==> config.mk <==
export PLATFORM = sky130hd
export DESIGN_NAME = chunk_window_decoder
export DESIGN_NICKNAME = d
export VERILOG_FILES = /design/src/rtl/chunk_dec_pkg.sv /design/src/rtl/cdec_regs.sv /design/src/rtl/cdec_outbound.sv /design/src/rtl/cdec_inbound.sv /design/src/rtl/chunk_window_decoder.sv
export SDC_FILE = /design/constraint.sdc
export NUM_CORES = 1
export LEC_CHECK = 0
export BUFFER_PORTS_ARGS = -buffer_cell sky130_fd_sc_hd__buf_2
export CORE_AREA = 2 2 152 139
export CTS_BUF_LIST = sky130_fd_sc_hd__clkbuf_4 sky130_fd_sc_hd__clkbuf_8
export CTS_CLUSTER_DIAMETER = 200
export DETAILED_ROUTE_END_ITERATION = 10
export DIE_AREA = 0 0 154 141
export SETUP_SLACK_MARGIN = 0.2
export SYNTH_ARGS = -nofsm -noshare
export SYNTH_HDL_FRONTEND = slang
export SYNTH_SLANG_ARGS = --single-unit
==> constraint.sdc <==
create_clock -name clk -period 4.5 [get_ports clk]
set_input_delay 0.45 -clock clk [delete_from_list [all_inputs] [get_ports clk]]
set_output_delay 0.45 -clock clk [all_outputs]
set_load 0.01 [all_outputs]
==> src/rtl/chunk_dec_pkg.sv <==
package chunk_dec_pkg;

  typedef enum logic [1:0] {
    FWD_OFF   = 2'b00,
    FWD_ON    = 2'b01,
    FWD_RSVD2 = 2'b10,
    FWD_RSVD3 = 2'b11
  } fwd_mode_e;

  function automatic logic mode_active(input logic [1:0] mode);
    return fwd_mode_e'(mode) == FWD_ON;
  endfunction

endpackage

==> src/rtl/cdec_regs.sv <==
module cdec_regs #(
  parameter int DATA_W     = 32,
  parameter int OFF_W      = 12,
  parameter int NUM_CHUNKS = 32,
  parameter logic [OFF_W-1:0] CTRL_OFF = 12'h038,
  parameter logic [OFF_W-1:0] EN_OFF   = 12'h060
) (
  input  logic                  clk,
  input  logic                  rst,
  input  logic                  we,
  input  logic [OFF_W-1:0]      addr,
  input  logic [DATA_W-1:0]     wdata,
  output logic [DATA_W-1:0]     ctrl_q,
  output logic [NUM_CHUNKS-1:0] en_q,
  output logic [DATA_W-1:0]     rdata
);
  // The first and the last chunk can never be enabled.
  localparam logic [NUM_CHUNKS-1:0] LOW_BIT  = NUM_CHUNKS'(1);
  localparam logic [NUM_CHUNKS-1:0] HIGH_BIT = LOW_BIT << (NUM_CHUNKS - 1);
  localparam logic [NUM_CHUNKS-1:0] EN_MASK  = ~(LOW_BIT | HIGH_BIT);

  always_ff @(posedge clk) begin
    if (rst) begin
      ctrl_q <= '0;
      en_q   <= '0;
    end else if (we) begin
      if (addr == CTRL_OFF) ctrl_q <= wdata;
      if (addr == EN_OFF)   en_q   <= wdata[NUM_CHUNKS-1:0] & EN_MASK;
    end
  end

  always_ff @(posedge clk) begin
    if (rst) begin
      rdata <= '0;
    end else begin
      unique case (addr)
        CTRL_OFF: rdata <= ctrl_q;
        EN_OFF:   rdata <= DATA_W'(en_q);
        default:  rdata <= '0;
      endcase
    end
  end

endmodule

==> src/rtl/cdec_outbound.sv <==
module cdec_outbound #(
  parameter int ADDR_W      = 32,
  parameter int CHUNK_SHIFT = 23,
  parameter int NUM_CHUNKS  = 32,
  parameter logic [ADDR_W-1:0] REGION_BASE = 32'hF000_0000
) (
  input  logic                  clk,
  input  logic                  rst,
  input  logic                  valid,
  input  logic [ADDR_W-1:0]     addr,
  input  logic [1:0]            mode,
  input  logic [NUM_CHUNKS-1:0] en,
  output logic                  claim,
  output logic [ADDR_W-1:0]     pci_addr
);
  import chunk_dec_pkg::*;

  localparam int IDX_W = $clog2(NUM_CHUNKS);
  localparam int TAG_W = ADDR_W - CHUNK_SHIFT - IDX_W;
  localparam logic [TAG_W-1:0] REGION_TAG = REGION_BASE[ADDR_W-1 -: TAG_W];

  logic [IDX_W-1:0]      idx;
  logic                  in_region;
  logic [NUM_CHUNKS-1:0] hit;
  logic                  claim_d;

  assign idx       = addr[CHUNK_SHIFT +: IDX_W];
  assign in_region = addr[ADDR_W-1 -: TAG_W] == REGION_TAG;

  for (genvar i = 0; i < NUM_CHUNKS; i++) begin : g_chunk
    assign hit[i] = en[i] && (idx == IDX_W'(i));
  end

  assign claim_d = valid && in_region && mode_active(mode) && (|hit);

  always_ff @(posedge clk) begin
    if (rst) begin
      claim    <= 1'b0;
      pci_addr <= '0;
    end else begin
      claim <= claim_d;
      if (valid) pci_addr <= addr;
    end
  end

endmodule

==> src/rtl/cdec_inbound.sv <==
module cdec_inbound #(
  parameter int ADDR_W = 32,
  parameter logic [ADDR_W-1:0] SPLIT = 32'hF080_0000
) (
  input  logic              clk,
  input  logic              rst,
  input  logic              valid,
  input  logic [ADDR_W-1:0] addr,
  output logic              to_sys,
  output logic              to_pci,
  output logic [ADDR_W-1:0] addr_out
);
  logic below;
  assign below = addr < SPLIT;

  always_ff @(posedge clk) begin
    if (rst) begin
      to_sys   <= 1'b0;
      to_pci   <= 1'b0;
      addr_out <= '0;
    end else begin
      to_sys <= valid && below;
      to_pci <= valid && !below;
      if (valid) addr_out <= addr;
    end
  end

endmodule

==> src/rtl/chunk_window_decoder.sv <==
module chunk_window_decoder #(
  parameter int ADDR_W      = 32,
  parameter int DATA_W      = 32,
  parameter int OFF_W       = 12,
  parameter int CHUNK_SHIFT = 23,
  parameter int NUM_CHUNKS  = 32,
  parameter int MODE_LSB    = 7,
  parameter logic [ADDR_W-1:0] REGION_BASE = 32'hF000_0000,
  parameter logic [OFF_W-1:0]  CTRL_OFF    = 12'h038,
  parameter logic [OFF_W-1:0]  EN_OFF      = 12'h060
) (
  input  logic              clk,
  input  logic              rst,
  input  logic              cfg_we,
  input  logic [OFF_W-1:0]  cfg_addr,
  input  logic [DATA_W-1:0] cfg_wdata,
  output logic [DATA_W-1:0] cfg_rdata,
  input  logic              cpu_valid,
  input  logic [ADDR_W-1:0] cpu_addr,
  output logic              fwd_claim,
  output logic [ADDR_W-1:0] fwd_addr,
  input  logic              bm_valid,
  input  logic [ADDR_W-1:0] bm_addr,
  output logic              bm_to_sys,
  output logic              bm_to_pci,
  output logic [ADDR_W-1:0] bm_addr_out
);
  // Inbound traffic goes to PCI memory from the first forwardable chunk up.
  localparam logic [ADDR_W-1:0] CHUNK_SIZE = ADDR_W'(1) << CHUNK_SHIFT;
  localparam logic [ADDR_W-1:0] SPLIT      = REGION_BASE + CHUNK_SIZE;

  logic [DATA_W-1:0]     ctrl_q;
  logic [NUM_CHUNKS-1:0] en_q;

  cdec_regs #(
    .DATA_W(DATA_W), .OFF_W(OFF_W), .NUM_CHUNKS(NUM_CHUNKS),
    .CTRL_OFF(CTRL_OFF), .EN_OFF(EN_OFF)
  ) u_regs (
    .clk(clk), .rst(rst), .we(cfg_we), .addr(cfg_addr), .wdata(cfg_wdata),
    .ctrl_q(ctrl_q), .en_q(en_q), .rdata(cfg_rdata)
  );

  cdec_outbound #(
    .ADDR_W(ADDR_W), .CHUNK_SHIFT(CHUNK_SHIFT), .NUM_CHUNKS(NUM_CHUNKS),
    .REGION_BASE(REGION_BASE)
  ) u_out (
    .clk(clk), .rst(rst), .valid(cpu_valid), .addr(cpu_addr),
    .mode(ctrl_q[MODE_LSB +: 2]), .en(en_q),
    .claim(fwd_claim), .pci_addr(fwd_addr)
  );

  cdec_inbound #(
    .ADDR_W(ADDR_W), .SPLIT(SPLIT)
  ) u_in (
    .clk(clk), .rst(rst), .valid(bm_valid), .addr(bm_addr),
    .to_sys(bm_to_sys), .to_pci(bm_to_pci), .addr_out(bm_addr_out)
  );

endmodule

* Yosys cells after proc, flatten, opt, wreduce, memory -nomap -nowiden
Cells that the tools add are included.
** Operators by class
- Add/sub/neg operators :: 0
- Multipliers :: 0
- Div/mod/pow operators :: 0
- Magnitude comparators :: 1
- Eq/ne operators :: 34
- Shift-type cells :: 0
- Multiplexer cells :: 1
- Bitwise gates (word level) :: 0
- Reduce and logical (&&, ||, !) cells :: 39
** Operators by type and width (count)
- equality test 5 bit, second input constant :: 15
- case mux 32 bit (2 select lines) :: 1
- equality test 5 x 4 -> 1 bit, second input constant :: 8
- logical AND 1 bit :: 35
- < comparator 32 bit, second input constant :: 1
- OR reduction 30 bit :: 1
- equality test 5 x 3 -> 1 bit, second input constant :: 4
- equality test 12 x 6 -> 1 bit, second input constant :: 1
- equality test 12 x 7 -> 1 bit, second input constant :: 1
- equality test 5 x 2 -> 1 bit, second input constant :: 2
- equality test 5 x 1 -> 1 bit, second input constant :: 1
- equality test 4 bit, second input constant :: 1
- AND reduction 2 bit :: 2
- equality test 2 x 1 -> 1 bit, second input constant :: 1
- logical NOT 1 bit :: 1
** Storage, ports and cells
- Flip-flop bits (word level) :: 161
- Bits in latches :: 0
- Bits in writable memories :: 0
- ROM bits :: 0
- Input port bits :: 113
- Memories kept :: 0

* Depth between registers and ports, before layout
Gate-level depths: netlist of run 1.
- Depth in word-level cells :: 4
- Mapped depth :: 7
- Gate-level depth less buffers :: 5

* Modules after synthesis
A second synthesis of run 1 with hierarchy kept.
** Unflattened totals
- Cell total of the unflattened synthesis :: 635
- Area total of the unflattened synthesis :: 6491.2 µm²
** Modules (own cells, without submodules)
- cdec_regs :: instances 1, cells each 354, area an instance 3707.3 µm², sequential area each 1881.8 µm²
- cdec_outbound :: instances 1, cells each 168, area an instance 1556.5 µm², sequential area each 660.6 µm²
- cdec_inbound :: instances 1, cells each 113, area an instance 1227.4 µm², sequential area each 680.7 µm²

* Worst setup path before layout of run 1
No wires, ideal clock.
- Path kind :: input to register
- From :: input cfg_addr[10]
- To :: register u_regs.en_q[10]
- Data arrival time :: 1.959 ns
- Path slack :: 2.414 ns
- Cell stages on the path :: 7
- Path through :: or4b_4 nor4_4 and4_1 buf_2 buf_6 mux2i_1 nor2_1
** Between the ends
- Longest elaborated chain between the ends :: 2
** Ends and longest elaborated chain
- start, declared :: RTL line chunk_window_decoder.sv:15 : input logic [OFF_W-1:0] cfg_addr,
- equality test 12 x 7 -> 1 bit :: RTL line cdec_regs.sv:28 : if (addr == EN_OFF) en_q <= wdata[NUM_CHUNKS-1:0] & EN_MASK;
- AND reduction 2 bit (no line)
- end signal, assigned :: RTL line cdec_regs.sv:28
- end, declared :: RTL line cdec_regs.sv:14 : output logic [NUM_CHUNKS-1:0] en_q,
No other way between the ends.
A chain may end at the register's enable or synchronous reset.

* Worst setup path in the final report of run 1
- From :: input cfg_addr[10]
- To :: register u_regs.en_q[8]
Same word-level chain as after synthesis.

==> results of run 1 <==
==> worst paths after layout <==
path / cells after the start / endpoint / startpoint / slack [ns]
hold reg to reg: 2 / u_regs.ctrl_q[31] / u_regs.ctrl_q[31] / 0.46
hold / removal: 3 / u_out.pci_addr[1] / cpu_addr[1] / 0.23
setup / recovery: 6 / u_regs.en_q[8] / cfg_addr[10] / 2.13
setup reg to reg: 4 / u_out.claim / u_regs.en_q[17] / 2.66
==> where the power goes <==
group | internal [mW] | leakage, nW | switching, mW
Clock | 0.591 | 0.220 | 0.563
Combinational | 0.100 | 1.85 | 0.126
Sequential | 1.46 | 1.31 | 0.0153
Total | 2.15 | 3.38 | 0.704
==> cells by family after synthesis <==
group / after synthesis
multiplexers: 101
flip-flops: 161
AND/OR/NAND/NOR: 229
AO/OA/AOI/OAI: 77
buffers and inverters: 50
==> critical path, stage by stage <==
cell                      delay [ns]
sky130_fd_sc_hd__buf_2          0.10
sky130_fd_sc_hd__or4b_4         0.54
sky130_fd_sc_hd__nor4_4         0.29
sky130_fd_sc_hd__and4_2         0.96
sky130_fd_sc_hd__mux2i_1        0.27
sky130_fd_sc_hd__nor2_1         0.05
==> layer usage <==
metal	track usage, %	wire length (um)	vias to the layer above
li1	-	-	2478
met1	19.56	7680	2235
met2	23.46	7252	194
met3	4.980	1220	14
met4	4.870	250	0
met5	0	0	-
==> area by class of cell <==
cell class | count | share of cell area, %
Timing Repair Buffer | 218 | 14.62
Clock buffer | 19 | 3.441
Multi-Input combinational cell | 407 | 32.90
Antenna cell | 1 | 0.03293
Tap cell | 260 | 4.281
Inverter | 1 | 0.04940
Sequential cell | 161 | 42.42
Clock inverter | 13 | 2.256
==> per-stage QoR <==
step / utilization, % / worst slack [ns] / instances / hold slack (ns) / area [um^2]
2_1_floorplan: - / 2.414 / 618 / 0.4320 / 5949
3_3_place_gp: 35.23 / 1.689 / 1047 / 0.4383 / 7163
3_5_place_dp: 35.23 / 1.666 / 1047 / 0.4467 / 7163
4_1_cts: 37.36 / 2.158 / 1079 / 0.1957 / 7596
5_1_grt: 37.36 / 2.023 / 1079 / 0.1962 / 7596
6_report: 37.37 / 2.129 / 1080 / 0.2345 / 7599
==> placed cells by master (no fill, tap or decap), types with 3 or more instances in the layout <==
master                      count
sky130_fd_sc_hd__nand3b_1       3
sky130_fd_sc_hd__nand2_1       67
sky130_fd_sc_hd__mux2i_1       98
sky130_fd_sc_hd__clkbuf_8      19
sky130_fd_sc_hd__nor3_1         3
sky130_fd_sc_hd__a22oi_1       32
sky130_fd_sc_hd__buf_2        210
sky130_fd_sc_hd__bufinv_16      3
sky130_fd_sc_hd__a21oi_1       35
sky130_fd_sc_hd__nor2_1       131
sky130_fd_sc_hd__buf_4          8
sky130_fd_sc_hd__dfxtp_1      161
sky130_fd_sc_hd__nand3_1        6
sky130_fd_sc_hd__inv_6          5
==> sequential cells by signal (all words and copies together) (netlist names) <==
signal,cells
u_out.claim,1
u_in.to_pci,1
u_in.addr_out,32
u_in.to_sys,1
u_regs.en_q,30
u_out.pci_addr,32
u_regs.rdata,32
u_regs.ctrl_q,32
==> results.rst, run 1 <==
.. list-table::
   :header-rows: 1

   * - Metric
     - Value
   * - Max-cap violations
     - 0
   * - Mux contribution to synthesized area
     - around 17%
   * - Worst relative slew slack
     - 33.82%
   * - Net total in the final layout
     - about 920
   * - Number of placement rows
     - 50
   * - Die ar.
     - between 20000 and 25000 um^2
   * - Number of global-route vias before repair
     - between 4000 and 5000
   * - Final setup violation count
     - 0
   * - Leakage power total
     - approximately 3.4 nW
   * - Filler cells
     - about 2100
   * - Cell types with the highest counts after synthesis
     - sky130_fd_sc_hd__dfxtp_1, sky130_fd_sc_hd__nor2_1, sky130_fd_sc_hd__mux2i_1
   * - Hold_buf cts
     - 0
   * - Longest Clk Path Bufs
     - 2
   * - Sequential cell area
     - between 3000 and 4000 um^2
   * - Final hold vios
     - 0
   * - Post-layout total power
     - ~2.9 mW
   * - Kind of start point of the critical path
     - input pin
   * - Adder-cell share of the synthesized area
     - 0%
   * - Clock-pin slew of the registers on the worst-case setup and hold paths
     - 0.09 ns
   * - Root Buffer Master
     - sky130_fd_sc_hd__clkbuf_8
   * - Clock tree from TritonCTS
     - built
   * - DR pass1 iterations
     - 4
   * - Final clock skew
     - 0.007130 ns
   * - Post-synth EDFFs
     - 0
   * - Postcts setup bufs
     - 0
   * - Distinct cell type count after synthesis
     - 37
   * - Leading area contributor after synthesis
     - sky130_fd_sc_hd__dfxtp_1
   * - Count of H-tree levels built during CTS
     - 4
   * - IO Port Bufs
     - 211
   * - Remaining Overflow, GRT
     - 0
   * - Average wire per cell in the routed design
     - about 15 um
   * - Final Cycle Share
     - 52.70%
   * - Worst supply voltage drop on vdd
     - about 0.17 mV
   * - Number of nets produced by synthesis
     - between 700 and 800
   * - Detailed-route DRC error count
     - 0
   * - Pins over their slew limit
     - 0
   * - Cells resized by post-CTS repair
     - 0
   * - Number of buffers created by CTS
     - 17
   * - Final Wtd Congestion
     - approximately 0.74
   * - Layout Area Growth over Synthesis
     - 27.72%
   * - Critical path peak fanout
     - 30
   * - Count of yosys warnings during synthesis
     - 0
   * - Signal arrival time at the worst endpoint
     - 2.68 ns
   * - Req. time, crit path
     - between 4 and 5 ns
   * - Antenna-violating nets left
     - 0
   * - Worst slew pin tran
     - around 1 ns
   * - Crit. End Element
     - flop
   * - Synth Instances
     - approximately 600
   * - Share of layout cells above drive strength 1
     - 31.26%
   * - Fraction of the mapped netlist area in compound gates
     - under 10%
   * - Starting Density
     - between 20 and 30%
   * - Die outline width
     - 154 um
   * - Violation count after the first detailed-route iteration
     - 210
   * - Achievable clock frequency
     - approximately 420 MHz
   * - Std-Cell Core Area
     - around 20000 um^2
   * - Synth top area cells
     - sky130_fd_sc_hd__dfxtp_1, sky130_fd_sc_hd__mux2i_1, sky130_fd_sc_hd__nor2_1
   * - Half-perimeter wire length after detailed placement
     - ~11000 um
   * - Mapped Area
     - 5949 um^2
   * - Chip height
     - around 140 um
   * - Global router's overall resource usage
     - 15.00%
   * - Share of synthesized cell area in and, or, nand and nor gates
     - around 16%
   * - Maximum number of pins on one net before global-route repair
     - 87
   * - Count of vias placed by the detailed router
     - a little under 5000
   * - Combinational family with the most area after synthesis
     - multiplexers
   * - Proportion of register bits with asynchronous set or reset after synthesis
     - 0%
   * - Sequential element share of the synthesized area
     - a little over half
   * - Unrepaired setup endpoints after global routing
     - no
   * - Share of the synthesized area in the top cell type
     - ~54%
   * - Antenna violations before repair
     - 1
   * - CTS sink count
     - about 160
   * - Most common cell in the synthesized netlist
     - sky130_fd_sc_hd__dfxtp_1
   * - Total Wirelength
     - around 16000 um
   * - Clock period minus final worst setup slack
     - 2.371 ns
   * - Power per cell area
     - roughly 380 nW/um^2
   * - Critical path class
     - in -> reg
   * - Number of top-level pins
     - between 200 and 250
   * - Final sum of negative setup slack
     - 0 ns
   * - Area used by multi-input combinational logic
     - around 2500 um^2
   * - Dominant register cell in the synthesized netlist
     - sky130_fd_sc_hd__dfxtp_1
   * - Outcome
     - complete, no violations
   * - Classification of the worst-slack hold path
     - in -> reg
   * - Global-route wire length before repair
     - 25270 um
   * - XOR/XNOR share of the synthesized area
     - 0%
   * - Vias/cell
     - around 4.6
   * - Latest clock arrival within the worst-skew pair
     - 0.45 ns
   * - Avg Cell Area, Syn
     - slightly below 10 um^2
   * - Flip-flop and latch count after synthesis
     - around 160
No activity file was read; power rests on OpenSTA's default activity.
==> run 2, diff against run 1 <==
Clock period 4.5 ns to 2.05 ns, I/O delays scaled along.
==> run 2 against run 1 <==
Against the previous run:
- routed wire length rose by 7.3%
- clock power grew 110%
- total power rose by 120%
- cell count increased by 8.3%
- core utilization increased by 4.7 points
- non-clock buffer count increased by 88
- critical path depth down 2
- clock-buffer cell count is the same
- clock skew up 0.0049 ns
- hold slack worse by 0.20 ns
- worst setup slack got worse by 1.7 ns
- design area grew 13%
- critical path type is now reg -> reg
- largest cell class unchanged
- largest power group unchanged
==> results.rst, run 2 (synthesis gave the netlist of run 1 again) <==
.. list-table::
   :header-rows: 1

   * - Metric
     - Value
   * - Classification of the worst-slack hold path
     - in -> reg
   * - Latest clock arrival within the worst-skew pair
     - 0.45 ns (about the same)
   * - Share of layout cells above drive strength 1
     - 28.92% (-2.3 points)
   * - Antenna violations before repair
     - 4 (+3)
   * - Crit Reg-Reg Startpoint
     - u_regs.en_q[17]
   * - Clock tree from TritonCTS
     - built
   * - Global-route wire length before repair
     - 27630 um (+9.4%)
   * - R2r setup slk
     - 0.41 ns (-2.25 ns)
   * - Req. time, crit path
     - 2.36 ns (-2.44 ns)
   * - Placed standard-cell area
     - 7316 um^2 (+2.1%)
   * - Die outline width
     - 154 um (unchanged)
   * - Average wire per cell in the routed design
     - 15.04 um (-0.97%)
   * - Pins over their slew limit
     - 0 (unchanged)
   * - Worst reg-to-reg path cell count
     - 4 (unchanged)
   * - Post-route insts no fill
     - 1170 (+8.3%)
   * - Hold Path Stages
     - 3 (unchanged)
   * - Worst supply voltage drop on vdd
     - 0.3073 mV (+77%)
   * - Hold worst-path end
     - u_out.pci_addr[30]
   * - Net Sw Power
     - 1.558 mW (+120%)
   * - Longest Clk Path Bufs
     - 2 (unchanged)
   * - Final setup violation count
     - 0 (unchanged)
   * - Starting Density
     - 29.26% (unchanged)
   * - Sequential cell area
     - 3223 um^2 (unchanged)
   * - Switch share
     - 24.58% (-0.095 points)
   * - Worst slew pin tran
     - 0.6851 ns (-0.3076 ns)
   * - Number of global-route vias before repair
     - 5243 (+13%)
   * - Power per cell area
     - 741.4 nW/um^2 (+97%)
   * - Power share of the combinational group
     - 10.0% (+2.1 points)
   * - Sequential power share
     - 51.1% (-0.5 points)
   * - Hold wc startpoint
     - cpu_addr[30]
   * - Final std cell area, no fill
     - 8549 um^2 (+13%)
   * - Most used cells in the layout excluding fill and tap cells
     - sky130_fd_sc_hd__buf_2, sky130_fd_sc_hd__dfxtp_1, sky130_fd_sc_hd__nor2_1, sky130_fd_sc_hd__mux2i_1, sky130_fd_sc_hd__dlygate4sd3_1
   * - Final clock skew
     - 0.01205 ns (+0.004918 ns)
   * - Final Cycle Share
     - 80.15%
   * - Number of buffers created by CTS
     - 17 (unchanged)
   * - Crit. End Element
     - flop
   * - Antenna-violating nets left
     - 0 (unchanged)
   * - Violation count after the first detailed-route iteration
     - 287 (+37%)
   * - Worst setup slack before clock tree synthesis
     - 0.008048 ns (-1.658 ns)
   * - Unrepaired setup endpoints after global routing
     - no
   * - Chip height
     - 141 um (unchanged)
   * - Number of placement rows
     - 50 (unchanged)
   * - Vias/cell
     - 4.532 (-0.55%)
   * - Filler cells
     - 1993 (-4.3%)
   * - Clock network fraction of design power
     - 38.9% (-1.5 points)
   * - Maximum number of pins on one net before global-route repair
     - 62 (-29%)
   * - Layout Area Growth over Synthesis
     - 43.70%
   * - Count of vias placed by the detailed router
     - 5302 (+7.7%)
   * - Total Wirelength
     - 17600 um (+7.3%)
   * - Std-Cell Core Area
     - 20330 um^2 (unchanged)
   * - Endpoint of the worst register-to-register path
     - u_out.claim
   * - Outcome
     - complete, no violations
   * - Placed insts
     - 1054 (+0.67%)
   * - Critical path peak fanout
     - 3 (-90%)
   * - Setup WS post-layout
     - 0.4070 ns (-1.722 ns)
   * - Count of H-tree levels built during CTS
     - 4 (unchanged)
   * - DR pass1 iterations
     - 4 (unchanged)
   * - Detailed-route DRC error count
     - 0 (unchanged)
   * - Final sum of negative setup slack
     - 0 ns (unchanged)
   * - Final hold vios
     - 0 (unchanged)
   * - Critical path class
     - reg -> reg
   * - Leakage power total
     - 3.764 nW (+11%)
   * - Signal arrival time at the worst endpoint
     - 1.95 ns (-0.73 ns)
   * - Worst relative slew slack
     - 54.33% (+21 points)
   * - Kind of start point of the critical path
     - flop
   * - Max-cap violations
     - 0 (unchanged)
   * - Achievable clock frequency
     - around 600 MHz
   * - Commonest non-fill, non-tap cell in the layout
     - sky130_fd_sc_hd__buf_2
   * - Cells resized by post-CTS repair
     - 0 (unchanged)
   * - Global router's overall resource usage
     - 16.21% (+1.2 points)
   * - Net total in the final layout
     - 1007 (+9.6%)
   * - Internal Power
     - 4.780 mW (+120%)
   * - Clock period minus final worst setup slack
     - roughly 1.6 ns
   * - Root Buffer Master
     - sky130_fd_sc_hd__clkbuf_8
   * - Number of top-level pins
     - 212 (unchanged)
   * - Die ar.
     - 21710 um^2 (unchanged)
   * - IO Port Bufs
     - 211 (unchanged)
   * - CTS sink count
     - 161 (unchanged)
   * - Area used by multi-input combinational logic
     - 2500 um^2 (unchanged)
   * - Final Wtd Congestion
     - 0.7331 (-0.43%)
   * - Post-route core utilization
     - 42.05% (+4.7 points)
   * - Remaining Overflow, GRT
     - 0 (unchanged)
   * - Half-perimeter wire length after detailed placement
     - 11520 um (+1.8%)
   * - Clock-pin slew of the registers on the worst-case setup and hold paths
     - 0.09 ns (about the same)
## run 2: routing by layer
metal	wire length [um]	GRT usage [%]	up-vias
met5	0	0	-
met4	317	6.050	0
met3	1193	4.673	21
met2	8020	26.67	184
met1	8067	20.22	2436
li1	-	-	2661
## run 2: final cells by class
type / count / area share [%]
antenna: 4 / 0.1171
clock buffer: 19 / 2.986
clock inverter: 12 / 1.844
inverter: 1 / 0.04390
multi-input combinational: 407 / 29.24
sequential: 161 / 37.70
tap: 260 / 3.805
timing repair buffer: 306 / 24.26
## run 2: how the worst max path moves through the flow
stage / from / to / slack, ns / depth (start not counted)
floorplan: cfg_addr[10] / u_regs.en_q[10] / 0.21 / 7
global placement: cfg_addr[10] / u_regs.en_q[29] / 0.05 / 7
detailed placement: cfg_addr[10] / u_regs.en_q[26] / 0.008 / 7
CTS: u_regs.en_q[17] / u_out.claim / 0.43 / 4
global route: u_regs.en_q[17] / u_out.claim / 0.39 / 4
finish: u_regs.en_q[17] / u_out.claim / 0.41 / 4
## run 2: metrics by stage
step / hold slack, ns / total power, mW
floorplan: 0.3410 / 3.555
global placement: 0.4371 / 3.820
detailed placement: 0.4469 / 3.823
CTS: 0.0007354 / 6.438
global route: 0.005748 / 6.619
finish: 0.02979 / 6.338
## run 2: critical path, stage by stage, from the launching register on
cell                        delay, ns
sky130_fd_sc_hd__dfxtp_1         0.38
sky130_fd_sc_hd__or4bb_1         0.49
sky130_fd_sc_hd__a21oi_1         0.15
sky130_fd_sc_hd__a211oi_1        0.07
sky130_fd_sc_hd__a2111oi_0       0.41
## run 2: repair_timing
item / 4_1_cts / 5_1_grt
setup buffers: 0 / 0
hold buffers: 80 / 1
endpoints found under the hold margin: 101 / 1
## run 2: power groups by stage
| stage | Clock (mW) | Sequential [mW] | Combinational (mW) |
|---|---|---|---|
| 5_1_grt | 2.68 | 3.25 | 0.688 |
| 3_5_place_dp | 0 | 3.31 | 0.513 |
| 3_3_place_gp | 0 | 3.31 | 0.512 |
| 6_report | 2.47 | 3.24 | 0.634 |
| 4_1_cts | 2.57 | 3.24 | 0.633 |
| 2_1_floorplan | 0 | 3.35 | 0.210 |
